$ cat src/rtl/dmaif_pkg.sv
package dmaif_pkg;
  localparam int DW = 16;
  localparam int NBYTE = DW / 8;

  typedef enum logic [1:0] {
    SEL_WC = 2'd0,
    SEL_BA = 2'd1,
    SEL_CS = 2'd2,
    SEL_DB = 2'd3
  } reg_sel_e;

  typedef struct packed {
    logic     hit;
    reg_sel_e sel;
  } dec_t;

  localparam int CS_SELBIT = 15;
  localparam int CS_MAINT  = 12;
  localparam int CS_CYCLE  = 8;
  localparam int CS_IE     = 6;
  localparam int CS_GO     = 0;
  localparam int NERR      = 5;
endpackage

$ cat src/rtl/dmaif_decode.sv
module dmaif_decode
  import dmaif_pkg::*;
#(
  parameter int ADDR_W = 16,
  parameter int unsigned BASE = 'hFF08
) (
  input  logic [ADDR_W-1:0] addr,
  output dec_t              dec
);
  localparam logic [ADDR_W-1:0] BASE_V = ADDR_W'(BASE);

  logic unused_bits;
  assign unused_bits = addr[0];

  assign dec.hit = (addr[ADDR_W-1:3] == BASE_V[ADDR_W-1:3]);
  assign dec.sel = reg_sel_e'(addr[2:1]);
endmodule

$ cat src/rtl/dmaif_wordreg.sv
module dmaif_wordreg #(
  parameter int W      = 16,
  parameter bit RO_LSB = 1'b0
) (
  input  logic           clk,
  input  logic           rst,
  input  logic           we,
  input  logic [W/8-1:0] be,
  input  logic [W-1:0]   wd,
  input  logic           lsb_pin,
  output logic [W-1:0]   q
);
  localparam int NB = W / 8;
  logic [W-1:0] r;

  for (genvar b = 0; b < NB; b++) begin : g_lane
    logic [7:0] lane_q;
    always_ff @(posedge clk) begin
      if (rst)               lane_q <= '0;
      else if (we && be[b])  lane_q <= wd[b*8 +: 8];
    end
    assign r[b*8 +: 8] = lane_q;
  end

  logic [1:0] unused_bits;
  assign unused_bits = {r[0], lsb_pin};

  if (RO_LSB) begin : g_ro
    assign q = {r[W-1:1], lsb_pin};
  end else begin : g_rw
    assign q = r;
  end
endmodule

$ cat src/rtl/dmaif_ctrl.sv
module dmaif_ctrl
  import dmaif_pkg::*;
(
  input  logic            clk,
  input  logic            rst,
  input  logic            cs_we,
  input  logic [1:0]      be,
  input  logic [DW-1:0]   wd,
  input  logic [2:0]      dev_stat,
  input  logic            dev_attn,
  input  logic            nxm_set,
  input  logic [NERR-1:0] err_set,
  input  logic            eng_done,
  output logic [DW-1:0]   csr_rd,
  output logic [DW-1:0]   eir_rd,
  output logic            regsel,
  output logic            ready,
  output logic            ie,
  output logic            eng_go,
  output logic [2:0]      func,
  output logic [1:0]      xba,
  output logic            irq
);
  logic            maint_q, cycle_q, nxm_q, err_prev_q;
  logic [NERR-1:0] errf_q;
  logic            go_wr, error;

  assign go_wr = cs_we && be[0] && wd[CS_GO];
  assign error = nxm_q || dev_attn || (|errf_q);

  logic [4:0] unused_bits;
  assign unused_bits = {wd[14], wd[13], wd[11:9] == 3'b000 ? 1'b0 : 1'b1, wd[7], 1'b0};

  always_ff @(posedge clk) begin
    if (rst) begin
      regsel  <= 1'b0;
      maint_q <= 1'b0;
      cycle_q <= 1'b0;
    end else if (cs_we && be[1]) begin
      regsel  <= wd[CS_SELBIT];
      maint_q <= wd[CS_MAINT];
      cycle_q <= wd[CS_CYCLE];
    end
  end

  always_ff @(posedge clk) begin
    if (rst) begin
      ie   <= 1'b0;
      xba  <= '0;
      func <= '0;
    end else if (cs_we && be[0]) begin
      ie   <= wd[CS_IE];
      xba  <= wd[5:4];
      func <= wd[3:1];
    end
  end

  always_ff @(posedge clk) begin
    if (rst) begin
      ready      <= 1'b1;
      eng_go     <= 1'b0;
      nxm_q      <= 1'b0;
      errf_q     <= '0;
      err_prev_q <= 1'b0;
      irq        <= 1'b0;
    end else begin
      eng_go     <= go_wr;
      err_prev_q <= error;
      irq        <= ie && ((eng_done && !ready && !go_wr) || (error && !err_prev_q));
      if (go_wr)         ready <= 1'b0;
      else if (eng_done) ready <= 1'b1;
      if (go_wr) begin
        nxm_q  <= 1'b0;
        errf_q <= '0;
      end else begin
        nxm_q  <= nxm_q | nxm_set;
        errf_q <= errf_q | err_set;
      end
    end
  end

  assign csr_rd = {error, nxm_q, dev_attn, maint_q, dev_stat, cycle_q,
                   ready, ie, xba, func, 1'b0};
  assign eir_rd = {error, nxm_q, dev_attn, errf_q, 7'b0, regsel};
endmodule

$ cat src/rtl/dmaif_regbank.sv
module dmaif_regbank
  import dmaif_pkg::*;
#(
  parameter int ADDR_W = 16,
  parameter int unsigned BASE = 'hFF08
) (
  input  logic              clk,
  input  logic              rst,
  input  logic [ADDR_W-1:0] bus_addr,
  input  logic              bus_wr,
  input  logic              bus_rd,
  input  logic [1:0]        bus_be,
  input  logic [15:0]       bus_wdata,
  output logic [15:0]       bus_rdata,
  input  logic [15:0]       dev_in,
  output logic [15:0]       dev_out,
  input  logic [1:0]        dev_cyc_req,
  input  logic              dev_wc0,
  input  logic              dev_ba0,
  input  logic [2:0]        dev_stat,
  input  logic              dev_attn,
  output logic [2:0]        dev_func,
  output logic              eng_go,
  input  logic              eng_done,
  input  logic              eng_nxm,
  input  logic [4:0]        eng_err,
  output logic [15:0]       eng_wc,
  output logic [15:0]       eng_ba,
  output logic [1:0]        eng_xba,
  output logic [15:0]       eng_in_data,
  output logic              irq
);
  dec_t          dec;
  logic          wr_wc, wr_ba, wr_cs, wr_db, rd_db;
  logic [DW-1:0] csr_rd, eir_rd, in_q;
  logic          regsel, ready, ie;

  dmaif_decode #(.ADDR_W(ADDR_W), .BASE(BASE)) u_dec (
    .addr(bus_addr), .dec(dec)
  );

  assign wr_wc = bus_wr && dec.hit && (dec.sel == SEL_WC);
  assign wr_ba = bus_wr && dec.hit && (dec.sel == SEL_BA);
  assign wr_cs = bus_wr && dec.hit && (dec.sel == SEL_CS);
  assign wr_db = bus_wr && dec.hit && (dec.sel == SEL_DB);
  assign rd_db = bus_rd && dec.hit && (dec.sel == SEL_DB);

  dmaif_wordreg #(.W(DW), .RO_LSB(1'b1)) u_wc (
    .clk(clk), .rst(rst), .we(wr_wc), .be(bus_be), .wd(bus_wdata),
    .lsb_pin(dev_wc0), .q(eng_wc)
  );

  dmaif_wordreg #(.W(DW), .RO_LSB(1'b1)) u_ba (
    .clk(clk), .rst(rst), .we(wr_ba), .be(bus_be), .wd(bus_wdata),
    .lsb_pin(dev_ba0), .q(eng_ba)
  );

  dmaif_wordreg #(.W(DW), .RO_LSB(1'b0)) u_out (
    .clk(clk), .rst(rst), .we(wr_db), .be(bus_be), .wd(bus_wdata),
    .lsb_pin(1'b0), .q(dev_out)
  );

  dmaif_ctrl u_ctrl (
    .clk(clk), .rst(rst), .cs_we(wr_cs), .be(bus_be), .wd(bus_wdata),
    .dev_stat(dev_stat), .dev_attn(dev_attn), .nxm_set(eng_nxm),
    .err_set(eng_err), .eng_done(eng_done), .csr_rd(csr_rd),
    .eir_rd(eir_rd), .regsel(regsel), .ready(ready), .ie(ie),
    .eng_go(eng_go), .func(dev_func), .xba(eng_xba), .irq(irq)
  );

  always_ff @(posedge clk) begin
    if (rst)                         in_q <= '0;
    else if (rd_db || |dev_cyc_req)  in_q <= dev_in;
  end
  assign eng_in_data = in_q;

  always_ff @(posedge clk) begin
    if (rst) begin
      bus_rdata <= '0;
    end else if (bus_rd) begin
      if (!dec.hit) bus_rdata <= '0;
      else begin
        unique case (dec.sel)
          SEL_WC: bus_rdata <= eng_wc;
          SEL_BA: bus_rdata <= eng_ba;
          SEL_CS: bus_rdata <= regsel ? eir_rd : csr_rd;
          SEL_DB: bus_rdata <= dev_in;
        endcase
      end
    end
  end
endmodule

$ cat config.mk
export PLATFORM = sky130hd
export DESIGN_NAME = dmaif_regbank
export DESIGN_NICKNAME = d
export VERILOG_FILES = /design/src/rtl/dmaif_pkg.sv /design/src/rtl/dmaif_decode.sv /design/src/rtl/dmaif_wordreg.sv /design/src/rtl/dmaif_ctrl.sv /design/src/rtl/dmaif_regbank.sv
export SDC_FILE = /design/constraint.sdc
export NUM_CORES = 1
export LEC_CHECK = 0
export BUFFER_PORTS_ARGS = -buffer_cell sky130_fd_sc_hd__clkbuf_2
export CAP_MARGIN = 20
export CORE_UTILIZATION = 50
export CTS_CLUSTER_DIAMETER = 120
export DETAILED_ROUTE_END_ITERATION = 6
export PLACE_DENSITY = 0.8
export SLEW_MARGIN = 5
export SYNTH_ARGS = -nofsm -noshare
export SYNTH_HDL_FRONTEND = slang
export SYNTH_SLANG_ARGS = --single-unit
$ cat constraint.sdc
create_clock -name clk -period 2 [get_ports clk]
set_input_delay 0.3 -clock clk [delete_from_list [all_inputs] [get_ports clk]]
set_output_delay 0.3 -clock clk [all_outputs]
set_load 0.01 [all_outputs]
==> results.sh <==
export IMPL_syn_nets=578
export IMPL_stdcell_area_mm2=0.005662
export IMPL_cp_arrival_ns=2.00
export IMPL_violations="design-rule violations"
export IMPL_drive_above_1_share_pct=32.67
export IMPL_ff2ff_path_depth=4
export IMPL_worst_hold_slack_ns=0.1903
export IMPL_synth_ff_type="dfxtp_1"
export IMPL_numPortBuffers=154
export IMPL_cpLargestDelayFamily="simple AND/OR/NAND/NOR gates"
export IMPL_gp_congestion=0.9052
export IMPL_dr_wl_met3_um=461
export IMPL_dr_pass1_iters=7
export IMPL_cp_slowest_cell="or4b_4"
export IMPL_synth_cells=509
export IMPL_cp_required_ns=2.29
export IMPL_cp_start_kind="input pin"
export IMPL_reg2reg_slack_ns=0.32
export IMPL_power_w=0.003608
export IMPL_grt_pass1_wl_mm=19.57
export IMPL_grtUsageTotal_pct=25.51
export IMPL_n_antenna_cell=0
export IMPL_via_per_inst=5.488
export IMPL_power_per_cell_area_mw_per_mm2=637.3
export IMPL_synth_top_area_cell="dfxtp_1"
export IMPL_core_region_area_mm2=0.008806
export IMPL_numCtsBuffers=9
export IMPL_path_buf_inv=2
export IMPL_async_reset_ff_share_pct=0
export IMPL_grt_max_degree=70
export IMPL_post_route_drc_count=16
export IMPL_tritoncts="yes"
export IMPL_slowest_delay_ns=0.58
export IMPL_root_buffer="clkbuf_8"
export IMPL_antenna_found_initial=0
export IMPL_max_freq_mhz=583.8
export IMPL_wl_met2_mm=5.836
export IMPL_syn_cell_area_mm2=0.004586
export IMPL_ios=156
export IMPL_setup_slack_ns=0.2871
export IMPL_hold_path_class="input pin to register"
export IMPL_final_nets=719
export IMPL_maxCapViolCount=0
export IMPL_ant_nets=0
export IMPL_holdPathStages=3
export IMPL_cp_max_fo=8
export IMPL_wirelength_mm=12.17
export IMPL_final_hold_viol_count=0
export IMPL_rows=34
export IMPL_clock_sinks=97
export IMPL_syn_avg_cell_area_um2=9.009
export IMPL_cts_hold_buf=0
export IMPL_drv_slew=0
export IMPL_wl_per_cell_um=15.95
export IMPL_yosysTopAreaCellShare_pct=42.35
export IMPL_worst_pin_slew_ns=0.6457
export IMPL_path_cells="clkbuf_2, or4b_4, nor4_4, and3b_1, buf_12, mux2i_1"
export IMPL_clkLatencyLatePin_ns=0.36
export IMPL_worst_setup_path_type="input pin to register"
export IMPL_irDropWorstVdd_uv=424.1
export IMPL_die_h_um=97.77
export IMPL_gr_total_overflow=0
export IMPL_yosysUniqueCellTypes=37
export IMPL_rsz0062_at_grt="false"
export IMPL_slew_headroom_pct=56.90
export IMPL_synth_area_leaders="dfxtp_1 (42%), mux2i_1 (13%), nand2_1 (8.7%), mux4_2 (4.9%), nor2_1 (4.7%)"
export IMPL_highest_layer="met4"
export IMPL_worstHoldStart="bus_wdata[0]"
export IMPL_post_route_period_util_pct=85.64
export IMPL_worst_clock_skew_ns=0.009228
export IMPL_fin_util_pct=64.29
export IMPL_yosysSeqAreaShare_pct=42.35
export IMPL_min_to="u_out.g_lane[0].lane_q[0]$_SDFFE_PP0P_"
export IMPL_setup_violations=0
export IMPL_dp_hpwl_mm=9.166
export IMPL_clk_pin_slew_ns=0.10
export IMPL_fp_dieArea_mm2=0.009558
export IMPL_synth_warnings=0
export IMPL_dpl_cell_area_mm2=0.005479
export IMPL_dr_total_vias=4187
export IMPL_cts_htree_levels=3
export IMPL_start_util_pct=52.07
export IMPL_p_leak_nw=2.688
export IMPL_synthToLayoutAreaGrowth_pct=23.47
export IMPL_pre_cts_ws_ns=-0.1006
export IMPL_drtIter0Drc=255
export IMPL_drt_met1_wl_mm=5.619
export IMPL_r2r_end="bus_rdata[3]$_SDFFE_PP0P_"
export IMPL_status="complete, but fails checks"
export IMPL_r2r_start="u_ctrl.regsel$_SDFFE_PP0P_"
export IMPL_clockBufferDepth=2
export IMPL_die_w_um=97.77
export IMPL_ys_seq_elements=97
export IMPL_cts_resized_gates=0
export IMPL_post_route_min_period_ns=1.713
export IMPL_cts_setup_buffers=0
export IMPL_grt_pass1_vias=3974
export IMPL_endpoint_kind="register"
export IMPL_synth_edf_count=0
cell usage after synthesis (all sizes together) (2+ instances only):
cell type  number
nor2           58
nand4b          3
inv             6
nor3            6
buf            16
nor4            4
nand3b          2
mux4           10
nand2b         17
a21oi          15
mux2i          60
nor2b          19
nand2         109
o32ai           6
a41oi          16
clkbuf         25
mux2            6
dfxtp          97
nand3           3
o311ai         16
a211oi          6
layer usage:
metal | track usage (%) | vias to the layer above
met5 | 0 | -
met4 | 8.392 | 0
met3 | 3.865 | 21
met2 | 42.33 | 121
met1 | 34.23 | 1970
li1 | - | 2075
how the worst max path moves through the flow:
stage	start	slack, ns	cells after the start	to
floorplan	bus_addr[4]	0.21	5	u_ba.g_lane[1].lane_q[0]$_SDFFE_PP0P_
global placement	bus_addr[4]	-0.008	6	u_ba.g_lane[1].lane_q[1]$_SDFFE_PP0P_
detailed placement	bus_addr[4]	-0.10	6	u_ba.g_lane[1].lane_q[1]$_SDFFE_PP0P_
CTS	bus_addr[4]	0.27	6	u_ba.g_lane[1].lane_q[1]$_SDFFE_PP0P_
global route	u_ctrl.regsel$_SDFFE_PP0P_	0.23	4	bus_rdata[3]$_SDFFE_PP0P_
finish	bus_addr[4]	0.29	6	u_ba.g_lane[1].lane_q[1]$_SDFFE_PP0P_
power breakdown:
part / internal [W] / total (W) / switching, W
Sequential: 0.00197 / 0.00199 / 0.0000256
Clock: 0.000484 / 0.00123 / 0.000748
Combinational: 0.000163 / 0.000385 / 0.000222
cell families after synthesis:
family | count (synthesis) | share of synthesized area, %
AO/OA/AOI/OAI | 61 | 10.18
AND/OR/NAND/NOR | 228 | 23.57
flip-flops | 97 | 42.35
multiplexers | 76 | 19.48
buffers and inverters | 47 | 4.420
worst reg2reg max path: stages (launching register included):
cell and delay [ns]:
dfxtp_1 0.75, nor2b_1 0.12, mux4_2 0.48, a21oi_1 0.19, nor2_1 0.06
cells in the final DEF, fill, tap and decap left out, types with 2 or more instances in the layout:
master    count
dfxtp_1      97
clkbuf_8      9
nor2_1       57
nand4b_1      3
o32ai_1       6
buf_4        14
a21oi_1      15
nand2_2       3
o311ai_0     15
nand3_2       2
mux4_2       10
nor2b_1      19
inv_1         5
clkbuf_2    154
nand3b_1      2
nor4_4        3
nor3_1        6
mux2_2        6
inv_6         4
a211oi_1      6
mux2i_1      60
nand2_1     106
buf_12        3
a41oi_1      16
nand2b_1     17
cell type report:
| cell class | instances | area, µm² |
|---|---|---|
| Sequential cell | 97 | 1942 |
| Clock inverter | 6 | 55.05 |
| Fill cell | 735 | 3144 |
| Multi-Input combinational cell | 365 | 2444 |
| Inverter | 6 | 22.52 |
| Timing Repair Buffer | 171 | 935.9 |
| Clock buffer | 10 | 127.6 |
| Tap cell | 108 | 135.1 |
registers in the layout, summed over array words and instances, names as in the netlist:
signal and cells:
u_ctrl.ie 1, u_ctrl.ready 1, u_ctrl.maint_q 1, u_ctrl.regsel 1
eng_in_data 16, u_ctrl.errf_q 5, u_ctrl.eng_go 1, u_ba.g_lane.lane_q 15
u_ctrl.err_prev_q 1, u_out.g_lane.lane_q 16, bus_rdata 16, u_ctrl.func 3
u_ctrl.cycle_q 1, u_ctrl.nxm_q 1, u_ctrl.irq 1, u_wc.g_lane.lane_q 15
u_ctrl.xba 2
metrics by stage:
stage	TNS, ns	std cells
global placement	-0.09742	747
floorplan	0	509
CTS	0	763
detailed placement	-1.548	747
finish	0	763
global route	0	763
Note: power is estimated with default switching activity, not from simulation.
